## config.mk

```make
export PLATFORM = sky130hd
export DESIGN_NAME = bus_cycle_decoder
export DESIGN_NICKNAME = d
export VERILOG_FILES = /design/src/rtl/bcd_pkg.sv /design/src/rtl/bcd_capture.sv /design/src/rtl/bcd_gp_ctrl.sv /design/src/rtl/bcd_stretch.sv /design/src/rtl/bcd_phase_mon.sv /design/src/rtl/bus_cycle_decoder.sv
export SDC_FILE = /design/constraint.sdc
export NUM_CORES = 1
export LEC_CHECK = 0
export BUFFER_PORTS_ARGS = -buffer_cell sky130_fd_sc_hd__buf_2
export CORE_MARGIN = 2
export CORE_UTILIZATION = 35
export CTS_CLUSTER_SIZE = 28
export DETAILED_ROUTE_END_ITERATION = 10
export GPL_ROUTABILITY_DRIVEN = 1
export SLEW_MARGIN = 20
export SYNTH_ARGS = -nofsm -noshare
export SYNTH_HDL_FRONTEND = slang
export SYNTH_SLANG_ARGS = --single-unit
```

## constraint.sdc

```tcl
create_clock -name clk -period 2.14 [get_ports clk]
set_clock_uncertainty 0.05 [all_clocks]
set_input_delay 0.214 -clock clk [delete_from_list [all_inputs] [get_ports clk]]
set_output_delay 0.214 -clock clk [all_outputs]
set_load 0.01 [all_outputs]
```

## src/rtl/bcd_pkg.sv

```systemverilog
package bcd_pkg;
  localparam int TYPE_W = 4;
  localparam int BANK_W = 2;
  localparam int CODE_W = 8;

  typedef enum logic [3:0] {
    CL_NONE     = 4'd0,
    CL_WRITE    = 4'd1,
    CL_READ     = 4'd2,
    CL_RMW      = 4'd3,
    CL_PREFETCH = 4'd4,
    CL_IACK     = 4'd5,
    CL_GP_WR    = 4'd6,
    CL_GP_RD    = 4'd7,
    CL_INTERNAL = 4'd8
  } cyc_class_e;

  localparam logic [TYPE_W-1:0] T_WR_WORD  = 4'd0;
  localparam logic [TYPE_W-1:0] T_WR_BYTE  = 4'd3;
  localparam logic [TYPE_W-1:0] T_GP_WR    = 4'd5;
  localparam logic [TYPE_W-1:0] T_I_READ   = 4'd8;
  localparam logic [TYPE_W-1:0] T_D_READ   = 4'd9;
  localparam logic [TYPE_W-1:0] T_RMW_LOCK = 4'd10;
  localparam logic [TYPE_W-1:0] T_RMW_FREE = 4'd11;
  localparam logic [TYPE_W-1:0] T_PREFETCH = 4'd12;
  localparam logic [TYPE_W-1:0] T_IACK     = 4'd13;
  localparam logic [TYPE_W-1:0] T_GP_RD    = 4'd14;
  localparam logic [TYPE_W-1:0] T_INTERNAL = 4'd15;

  localparam logic [BANK_W-1:0] BK_MEM  = 2'd0;
  localparam logic [BANK_W-1:0] BK_EXT  = 2'd2;

  localparam logic [CODE_W-1:0] GP_INIT_CLR = 8'o214;
  localparam logic [CODE_W-1:0] GP_INIT_SET = 8'o024;
  localparam logic [CODE_W-1:0] GP_EVT_ACK  = 8'o100;
  localparam logic [CODE_W-1:0] GP_PWR_ACK  = 8'o140;
  localparam logic [CODE_W-1:0] GP_MAINT_A  = 8'o000;
  localparam logic [CODE_W-1:0] GP_MAINT_B  = 8'o002;

  function automatic cyc_class_e classify(input logic [TYPE_W-1:0] t);
    case (t)
      T_WR_WORD, T_WR_BYTE:   return CL_WRITE;
      T_I_READ, T_D_READ:     return CL_READ;
      T_RMW_LOCK, T_RMW_FREE: return CL_RMW;
      T_PREFETCH:             return CL_PREFETCH;
      T_IACK:                 return CL_IACK;
      T_GP_WR:                return CL_GP_WR;
      T_GP_RD:                return CL_GP_RD;
      T_INTERNAL:             return CL_INTERNAL;
      default:                return CL_NONE;
    endcase
  endfunction

  function automatic logic takes_read_data(input cyc_class_e c);
    return (c == CL_READ) || (c == CL_RMW) || (c == CL_PREFETCH) || (c == CL_IACK);
  endfunction
endpackage

```

## src/rtl/bcd_capture.sv

```systemverilog
module bcd_capture
  import bcd_pkg::*;
#(
  parameter int ADDR_W = 16
) (
  input  logic              clk,
  input  logic              rst,
  input  logic              addr_latch,
  input  logic [TYPE_W-1:0] cyc_type,
  input  logic [BANK_W-1:0] bank_sel,
  input  logic              io_map_en,
  input  logic [ADDR_W-1:0] ad_bus,
  output logic              latch_rise,
  output cyc_class_e        cls_q,
  output logic [ADDR_W-1:0] addr_q,
  output logic [BANK_W-1:0] bank_q,
  output logic              map_q,
  output logic              ext_q,
  output logic              lock_q
);
  logic       latch_d;
  cyc_class_e cls_next;

  assign latch_rise = addr_latch & ~latch_d;
  assign cls_next   = classify(cyc_type);

  always_ff @(posedge clk) begin
    if (rst) begin
      latch_d <= 1'b0;
      cls_q   <= CL_NONE;
      addr_q  <= '0;
      bank_q  <= '0;
      map_q   <= 1'b0;
      ext_q   <= 1'b0;
      lock_q  <= 1'b0;
    end else begin
      latch_d <= addr_latch;
      if (latch_rise) begin
        cls_q  <= cls_next;
        addr_q <= ad_bus;
        bank_q <= bank_sel;
        map_q  <= io_map_en;
        ext_q  <= ((bank_sel == BK_MEM) || (bank_sel == BK_EXT)) &&
                  (cls_next != CL_INTERNAL);
        lock_q <= (cyc_type == T_RMW_LOCK);
      end
    end
  end
endmodule

```

## src/rtl/bcd_gp_ctrl.sv

```systemverilog
module bcd_gp_ctrl
  import bcd_pkg::*;
#(
  parameter int DATA_W = 16
) (
  input  logic              clk,
  input  logic              rst,
  input  logic              latch_rise,
  input  logic [TYPE_W-1:0] cyc_type,
  input  logic [CODE_W-1:0] gp_code,
  input  logic [DATA_W-1:0] maint_a,
  input  logic [DATA_W-1:0] maint_b,
  output logic              init_q,
  output logic              evt_ack_q,
  output logic              pwr_ack_q,
  output logic              rd_en_q,
  output logic [DATA_W-1:0] rd_data_q
);
  logic gp_wr, gp_rd;

  assign gp_wr = latch_rise && (cyc_type == T_GP_WR);
  assign gp_rd = latch_rise && (cyc_type == T_GP_RD);

  always_ff @(posedge clk) begin
    if (rst) begin
      init_q    <= 1'b1;
      evt_ack_q <= 1'b0;
      pwr_ack_q <= 1'b0;
      rd_en_q   <= 1'b0;
      rd_data_q <= '0;
    end else begin
      evt_ack_q <= gp_wr && (gp_code == GP_EVT_ACK);
      pwr_ack_q <= gp_wr && (gp_code == GP_PWR_ACK);
      if (gp_wr && (gp_code == GP_INIT_SET)) init_q <= 1'b1;
      else if (gp_wr && (gp_code == GP_INIT_CLR)) init_q <= 1'b0;
      if (latch_rise) begin
        rd_en_q <= gp_rd && ((gp_code == GP_MAINT_A) || (gp_code == GP_MAINT_B));
        if (gp_rd && (gp_code == GP_MAINT_A)) rd_data_q <= maint_a;
        else if (gp_rd && (gp_code == GP_MAINT_B)) rd_data_q <= maint_b;
      end
    end
  end
endmodule

```

## src/rtl/bcd_stretch.sv

```systemverilog
module bcd_stretch #(
  parameter int WAIT_W = 4
) (
  input  logic              clk,
  input  logic              rst,
  input  logic              stretch_req,
  input  logic [WAIT_W-1:0] wait_cfg,
  output logic              resume_q
);
  logic              req_d;
  logic [WAIT_W-1:0] cnt;
  logic              req_rise;

  assign req_rise = stretch_req & ~req_d;

  always_ff @(posedge clk) begin
    if (rst) begin
      req_d    <= 1'b0;
      cnt      <= '0;
      resume_q <= 1'b0;
    end else begin
      req_d    <= stretch_req;
      resume_q <= 1'b0;
      if (req_rise) begin
        cnt <= wait_cfg;
        if (wait_cfg == '0) resume_q <= 1'b1;
      end else if (cnt != '0) begin
        cnt <= cnt - WAIT_W'(1);
        if (cnt == WAIT_W'(1)) resume_q <= 1'b1;
      end
    end
  end
endmodule

```

## src/rtl/bcd_phase_mon.sv

```systemverilog
module bcd_phase_mon
  import bcd_pkg::*;
#(
  parameter int DATA_W = 16
) (
  input  logic              clk,
  input  logic              rst,
  input  logic              latch_rise,
  input  cyc_class_e        cls_q,
  input  logic              data_strobe,
  input  logic              cyc_abort,
  input  logic              data_valid,
  input  logic [DATA_W-1:0] ad_bus,
  output logic              err_q,
  output logic [DATA_W-1:0] rdata_q,
  output logic              rvld_q
);
  logic pend;
  logic abort_seen;
  logic dropped;

  assign dropped = (cls_q == CL_PREFETCH) && (cyc_abort || abort_seen);

  always_ff @(posedge clk) begin
    if (rst) begin
      pend       <= 1'b0;
      abort_seen <= 1'b0;
      err_q      <= 1'b0;
      rdata_q    <= '0;
      rvld_q     <= 1'b0;
    end else begin
      rvld_q <= 1'b0;
      if (latch_rise) begin
        pend       <= 1'b1;
        abort_seen <= 1'b0;
        err_q      <= 1'b0;
      end else begin
        pend <= 1'b0;
        if (cyc_abort) abort_seen <= 1'b1;
        if (pend && !data_strobe && !dropped) err_q <= 1'b1;
        if (data_valid && takes_read_data(cls_q) && !dropped) begin
          rdata_q <= ad_bus;
          rvld_q  <= 1'b1;
        end
      end
    end
  end
endmodule

```

## src/rtl/bus_cycle_decoder.sv

```systemverilog
module bus_cycle_decoder
  import bcd_pkg::*;
#(
  parameter int ADDR_W = 16,
  parameter int WAIT_W = 4
) (
  input  logic              clk,
  input  logic              rst,
  input  logic              addr_latch,
  input  logic              data_strobe,
  input  logic [3:0]        cyc_type,
  input  logic [1:0]        bank_sel,
  input  logic              io_map_en,
  input  logic [ADDR_W-1:0] ad_bus,
  input  logic              data_valid,
  input  logic              stretch_req,
  input  logic              cyc_abort,
  input  logic [WAIT_W-1:0] wait_cfg,
  input  logic [ADDR_W-1:0] maint_a,
  input  logic [ADDR_W-1:0] maint_b,
  output logic [3:0]        cyc_class,
  output logic [ADDR_W-1:0] cap_addr,
  output logic [1:0]        cap_bank,
  output logic              cap_map,
  output logic              ext_resp,
  output logic              bus_lock,
  output logic              sys_init,
  output logic              evt_ack,
  output logic              pwr_ack,
  output logic              gp_rd_en,
  output logic [ADDR_W-1:0] gp_rd_data,
  output logic [ADDR_W-1:0] rdata,
  output logic              rdata_vld,
  output logic              proto_err,
  output logic              resume_pulse
);
  logic       latch_rise;
  cyc_class_e cls_q;

  bcd_capture #(.ADDR_W(ADDR_W)) u_cap (
    .clk(clk), .rst(rst), .addr_latch(addr_latch), .cyc_type(cyc_type),
    .bank_sel(bank_sel), .io_map_en(io_map_en), .ad_bus(ad_bus),
    .latch_rise(latch_rise), .cls_q(cls_q), .addr_q(cap_addr),
    .bank_q(cap_bank), .map_q(cap_map), .ext_q(ext_resp), .lock_q(bus_lock)
  );

  bcd_gp_ctrl #(.DATA_W(ADDR_W)) u_gp (
    .clk(clk), .rst(rst), .latch_rise(latch_rise), .cyc_type(cyc_type),
    .gp_code(ad_bus[CODE_W-1:0]), .maint_a(maint_a), .maint_b(maint_b),
    .init_q(sys_init), .evt_ack_q(evt_ack), .pwr_ack_q(pwr_ack),
    .rd_en_q(gp_rd_en), .rd_data_q(gp_rd_data)
  );

  bcd_phase_mon #(.DATA_W(ADDR_W)) u_mon (
    .clk(clk), .rst(rst), .latch_rise(latch_rise), .cls_q(cls_q),
    .data_strobe(data_strobe), .cyc_abort(cyc_abort), .data_valid(data_valid),
    .ad_bus(ad_bus), .err_q(proto_err), .rdata_q(rdata), .rvld_q(rdata_vld)
  );

  bcd_stretch #(.WAIT_W(WAIT_W)) u_str (
    .clk(clk), .rst(rst), .stretch_req(stretch_req), .wait_cfg(wait_cfg),
    .resume_q(resume_pulse)
  );

  assign cyc_class = cls_q;
endmodule

```

[After elaboration in Yosys (flattened, before gate mapping)]
Memory sizes are Yosys's and may differ from the RTL's.
Cells that the tools add are included.
Cells by class
  add/sub/neg operators: 1
  multipliers: 0
  div/mod/pow operators: 0
  $lt $le $gt $ge: 0
  equality and inequality tests: 15
  shifts and indexed selects: 0
  multiplexer cells: 10
  bitwise gates (word level): 5
  reductions and logical operators: 33
Operators by type and width (count)
  16-bit two-way mux: 2
  8-bit by 7-bit == test with 1-bit output (second input constant): 2
  1-bit logical AND: 15
  4-bit by 3-bit == test with 1-bit output (second input constant): 3
  4-bit by 2-bit == test with 1-bit output (second input constant): 2
  4-bit == test (second input constant): 2
  8-bit by 2-bit == test with 1-bit output (second input constant): 1
  8-bit by 5-bit == test with 1-bit output (second input constant): 1
  8-bit == test (second input constant): 1
  8-bit zero test: 1
  4-bit two-way mux: 2
  1-bit logical OR: 6
  1-bit two-way mux: 6
  4-bit by 1-bit == test with 1-bit output (second input constant): 1
  4-bit zero test: 1
  4-bit != test (second input constant): 1
  2-bit AND reduction: 2
  2-bit nonzero test: 2
  4-bit nonzero test: 1
  2-bit OR reduction: 2
  4-bit by 1-bit subtractor with 4-bit output (second input constant): 1
  1-bit inverter: 3
  1-bit bitwise AND: 2
  2-bit == test (second input constant): 1
  2 further kinds: 3
Word-level totals
  flip-flop bits (word level): 72
  bits in latches: 0
  bits in writable memories: 0
  ROM bits: 64
  input port bits: 66
  output and inout bits: 64
  logic and storage cells: 85
  memories: 1
Memories
  (name not given): depth 16, bits a word 4, read ports 1, clocked after Yosys merged registers in 0, write ports 0, RTL line bcd_pkg.sv:41  | case (t)

[Logic depth before layout (Yosys ltp)]
  word-level depth: 7
  mapped depth: 8
  mapped depth without buffers: 6

[Modules after synthesis]
A second synthesis with hierarchy kept.
Second synthesis, totals
  cells, all modules: 342
  area total of the unflattened synthesis: 3363.2 um^2
Modules (own cells, without submodules)
  bcd_capture: times used 1, cells an instance 126, area an instance 1111.1 um^2, sequential area each 520.5 um^2
  bcd_gp_ctrl: times used 1, cells an instance 95, area an instance 1027.2 um^2, sequential area each 400.4 um^2
  bcd_phase_mon: times used 1, cells an instance 85, area an instance 880.8 um^2, sequential area each 400.4 um^2
  bcd_stretch: times used 1, cells an instance 36, area an instance 344.1 um^2, sequential area each 120.1 um^2

[Least setup slack after synthesis]
No wires, ideal clock.
  path type: register to register
  start point: register u_str.cnt[0]
  end point: register u_str.cnt[0]
  library setup time: 0.072 ns
  data arrival time: 1.381 ns
  required time: 2.018 ns
  setup slack: 0.638 ns
  cell stages (with the launch flop): 7
  path buffers: 0
  clock period less this slack: 1.502 ns
  path through: dfxtp_1 inv_1 ha_1 or3b_2 xnor2_1 nand2_1 a21oi_1
On the way
  word-level cells in the longest chain between the ends: 3
  elaborated cells between the ends (all ways): 5
  those cells by class: add/sub: 1; mux: 2; reduce/logical: 2
Ends and longest elaborated chain
  start, declared: RTL line bcd_stretch.sv:11  | logic [WAIT_W-1:0] cnt;
  start signal, assigned: RTL line bcd_stretch.sv:25  | cnt <= wait_cfg;
  start signal, assigned: RTL line bcd_stretch.sv:28  | cnt <= cnt - WAIT_W'(1);
  4-bit by 1-bit subtractor with 4-bit output: RTL line bcd_stretch.sv:28
  4-bit two-way mux: RTL line bcd_stretch.sv:27  | end else if (cnt != '0) begin
  4-bit two-way mux: RTL line bcd_stretch.sv:24  | if (req_rise) begin
Several ways; a longest one is shown, not always the timed one. The select of a mux whose other input is x is not followed.
A chain may end at the register's enable or synchronous reset.

[Worst setup path in the final report]
Ends and elaborated chain as after synthesis.

==> flow_metrics.tcl <==
set metrics [dict create \
    clockRootBuffer "sky130_fd_sc_hd__clkbuf_8" \
    floorplan.initialDensity_pct 36.0 \
    grt_antenna_before_repair 1 \
    tritoncts_num_sinks 72 \
    dominantRegCellSynth "sky130_fd_sc_hd__dfxtp_1" \
    setup.worst_path.end_class "flop" \
    rsz_0062_raised_after_global_routing "false" \
    pwr-share-clk_pct 37.9 \
    critPathLaunchType "flop" \
    path_cells "inv_1 > ha_1 > or3b_2 > xnor2_1 > nand2_1 > a21oi_1" \
    inserted_clock_buffers 9 \
    yosysUniqueCellTypes 42 \
    shortest_period_the_worst_path_allows_ns 1.63 \
    seq_power_share_pct 48.5 \
    timing.critical_path.slowest_stage_cell "sky130_fd_sc_hd__or3b_2" \
    fp.dieArea_um2 9690 \
    detail_route.wl_per_cell_um 14.3 \
    path_buf_inv 1 \
    placement_rows 34 \
    combinationalPowerShare_pct 13.6 \
    drt_first_pass_iters 4 \
    htree_levels 3 \
    run_status "finished, final reports clean" \
    netSwitchingPower_uw 755 \
    cap_viol_max_count 0 \
    worst-setup-path-type "flop to flop" \
    postSynthCellCount 296 \
    sequential_cell_area_um2 1440 \
    routed_wl_mm 7.70 \
    cts_max_path_buffers 2 \
    floorplan.core_area_um2 8680 \
    flow.area_growth_from_synthesis_pct 30.0 \
    postSynth.asyncResetShare_pct 0 \
    post_drt_via_cell_ratio 4.80 \
    worst_ep_arrival_time_ns 1.86 \
    critPathTopFamily "simple AND/OR/NAND/NOR gates" \
    nNetsFinal 498 \
    power_report.internal_total_uw 2180 \
    critical_path.max_stage_delay_ns 0.51 \
    number_of_flops_mapped_to_enable_cells_by_yosys 0 \
    top_level_ports 130 \
    final_min_period_over_clock_period_pct 76.1 \
    irDropWorstVdd_mv 0.304 \
    first_pass_grt_wire_length_mm 12.5 \
    place_hpwl_mm 5.67 \
    synth.net_count 369 \
    hold_ws_ns 0.0309 \
    power.static_leakage_uw 0.00185 \
    postCtsSetupRepairBufs 0 \
    source_to_sink_clock_delay_at_the_later_pin_of_the_worst_skew_pair_ns 0.34 \
    first_global_vias 2581 \
    placed_cell_area_um2 3840 \
    maxSlewHeadroom_pct 62.2 \
    synth_area_per_inst_um2 10.5 \
    routabilityCongestion 0.839 \
    grt_max_degree 36 \
    postRouteAntennaNets 0 \
    gr-total-overflow 0 \
    synth.ff_latch_count 72 \
    vias 2584 \
    post-route-drc-count 0 \
    filler_cell_count 858 \
    floorplan.die.height_um 98.4 \
    tritoncts "done" \
    power.density_nw_per_um2 724 \
    setup_total_neg_slack_ns 0 \
    synth_area_um2 3120 \
    area_occupied_by_multi_input_gates_um2 1530 \
    portBuffers 129 \
    worstPathMaxFanout 4 \
    num_antenna_cells 0 \
    synth-seq-area-share_pct 46.2 \
    clkSlewWorstSetupHoldPaths_ns 0.08 \
    detail_route.iter0.violations 81 \
    final_util_pct 46.8 \
    globalRouteTotalUtil_pct 16.1 \
    setup-violations-final 0 \
    final_layout_size_suffix_gt1_share_pct 41.4 \
    hold_path_class "input port to flop" \
    chipWidth_um 98.4 \
    maxSlewViolCount 0 \
    worst-endpoint-required_ns 2.37 \
    final_hold_viol_count 0 \
    worst_pin_slew_ns 0.562 \
    post-route-cell-area_um2 4060 \
    power.switching_fraction_pct 25.7 \
    synth.yosys.warnings 0 \
    max_freq_ghz 0.614 \
]
## sequential cells by signal, summed over array words and instances (netlist names)
register	flops
u_cap.map_q	1
u_cap.lock_q	1
u_cap.bank_q	2
u_mon.rvld_q	1
u_cap.addr_q	16
u_gp.rd_en_q	1
u_cap.ext_q	1
u_mon.abort_seen	1
u_mon.err_q	1
u_gp.evt_ack_q	1
u_gp.rd_data_q	16
u_str.resume_q	1
u_gp.pwr_ack_q	1
u_cap.cls_q	4
u_mon.rdata_q	16
u_str.req_d	1
u_mon.pend	1
u_str.cnt	4
u_cap.latch_d	1
u_gp.init_q	1
## what timing repair did
| action | in CTS | in global routing |
|---|---|---|
| hold buffers | 1 | 0 |
| gates resized for setup | 0 | 0 |
| endpoints found under the hold margin | 1 | 0 |
## worst paths after layout
path,start,to,slack [ns],depth (start not counted)
worst max-delay path,u_str.cnt[0]$_SDFFE_PP0P_,u_str.cnt[0]$_SDFFE_PP0P_,0.51,6
worst min register to register,u_cap.lock_q$_SDFFE_PP0P_,u_cap.lock_q$_SDFFE_PP0P_,0.39,2
worst max register to register,u_str.cnt[0]$_SDFFE_PP0P_,u_str.cnt[0]$_SDFFE_PP0P_,0.51,6
worst min-delay path,cyc_abort,u_mon.abort_seen$_SDFFE_PP0P_,0.03,2
## stage by stage
step	setup WS, ns	instances	power [uW]
after floorplan	0.638	296	1690
after global placement	0.476	521	1850
after detailed placement	0.390	521	1860
after CTS	0.504	538	2980
after global routing	0.376	538	3080
final	0.512	538	2940
## cell usage in the layout (no fill, tap or decap), types with 4 or more instances in the layout
cell type / instances
sky130_fd_sc_hd__clkbuf_8: 11
sky130_fd_sc_hd__buf_4: 7
sky130_fd_sc_hd__nor2_2: 8
sky130_fd_sc_hd__a22o_1: 19
sky130_fd_sc_hd__buf_2: 129
sky130_fd_sc_hd__a211oi_2: 13
sky130_fd_sc_hd__ha_1: 7
sky130_fd_sc_hd__dfxtp_1: 72
sky130_fd_sc_hd__nand2_1: 12
sky130_fd_sc_hd__nor3_1: 5
sky130_fd_sc_hd__a21oi_1: 11
sky130_fd_sc_hd__inv_1: 5
sky130_fd_sc_hd__a211oi_1: 4
sky130_fd_sc_hd__nor2_1: 14
sky130_fd_sc_hd__nand2b_1: 34
sky130_fd_sc_hd__mux2i_1: 33
## logic make-up after synthesis
family	share of synthesized area [%]
simple gates	18.8
compound gates	15.8
buf+inv	5.01
flops	46.2
fa+ha+maj	2.81
xor+xnor	0.842
mux	10.6
## worst register-to-register path, stage by stage, from the launching register on
cell,delay [ns]
sky130_fd_sc_hd__dfxtp_1,0.33
sky130_fd_sc_hd__inv_1,0.11
sky130_fd_sc_hd__ha_1,0.21
sky130_fd_sc_hd__or3b_2,0.51
sky130_fd_sc_hd__xnor2_1,0.16
sky130_fd_sc_hd__nand2_1,0.07
sky130_fd_sc_hd__a21oi_1,0.13
## Yosys cell counts (2+ instances only)
library cell               count  share of area [%]
sky130_fd_sc_hd__mux2i_1      33                 11
sky130_fd_sc_hd__nand2b_1     34                6.8
sky130_fd_sc_hd__inv_1         5               0.60
sky130_fd_sc_hd__buf_6         2               0.72
sky130_fd_sc_hd__nor3_1        5               0.80
sky130_fd_sc_hd__a22o_1       19                5.3
sky130_fd_sc_hd__a21oi_1      11                1.8
sky130_fd_sc_hd__nor2b_1       4               0.80
sky130_fd_sc_hd__nor4b_1       3               0.84
sky130_fd_sc_hd__buf_1         2               0.24
sky130_fd_sc_hd__dfxtp_1      72                 46
sky130_fd_sc_hd__a211oi_1      4               0.96
sky130_fd_sc_hd__clkbuf_1      4               0.48
sky130_fd_sc_hd__o21a_1        3               0.72
sky130_fd_sc_hd__nor2_1       15                1.8
sky130_fd_sc_hd__a211oi_2     13                5.2
sky130_fd_sc_hd__xor2_1        2               0.56
sky130_fd_sc_hd__nand4_1       3               0.60
sky130_fd_sc_hd__nand2_1      12                1.4
sky130_fd_sc_hd__nor3b_1       3               0.72
sky130_fd_sc_hd__a32o_1        3               0.96
sky130_fd_sc_hd__nor4_1        2               0.40
sky130_fd_sc_hd__nand4b_1      2               0.56
sky130_fd_sc_hd__ha_1          7                2.8
sky130_fd_sc_hd__buf_2         8                1.3
sky130_fd_sc_hd__nor2_2        7                1.4
sky130_fd_sc_hd__buf_12        2                1.3
sky130_fd_sc_hd__nand3_1       2               0.32
## routing by layer
layer	up-vias	share of wire, %	track usage [%]
met5	-	0	0
met4	0	1.7	6.32
met3	13	9.2	5.67
met2	118	44	25.2
met1	1144	45	20.5
li1	1309	-	-
## layout make-up
type,count,share of cell area [%]
clock inverters,5,1.36
repair buffers,138,17.9
flip-flops and latches,72,35.5
inverters,5,0.463
well taps,108,3.33
clock buffers,11,3.73
multi-input cells,199,37.7
## power by group through the flow
| stage | combinational (uW) | sequential, uW | clock [uW] |
|---|---|---|---|
| floorplan | 223 | 1470 | 0 |
| global placement | 396 | 1450 | 0 |
| detailed placement | 402 | 1460 | 0 |
| CTS | 406 | 1430 | 1150 |
| global route | 447 | 1430 | 1200 |
| finish | 400 | 1420 | 1110 |
Power figures use the tool's default switching activity.
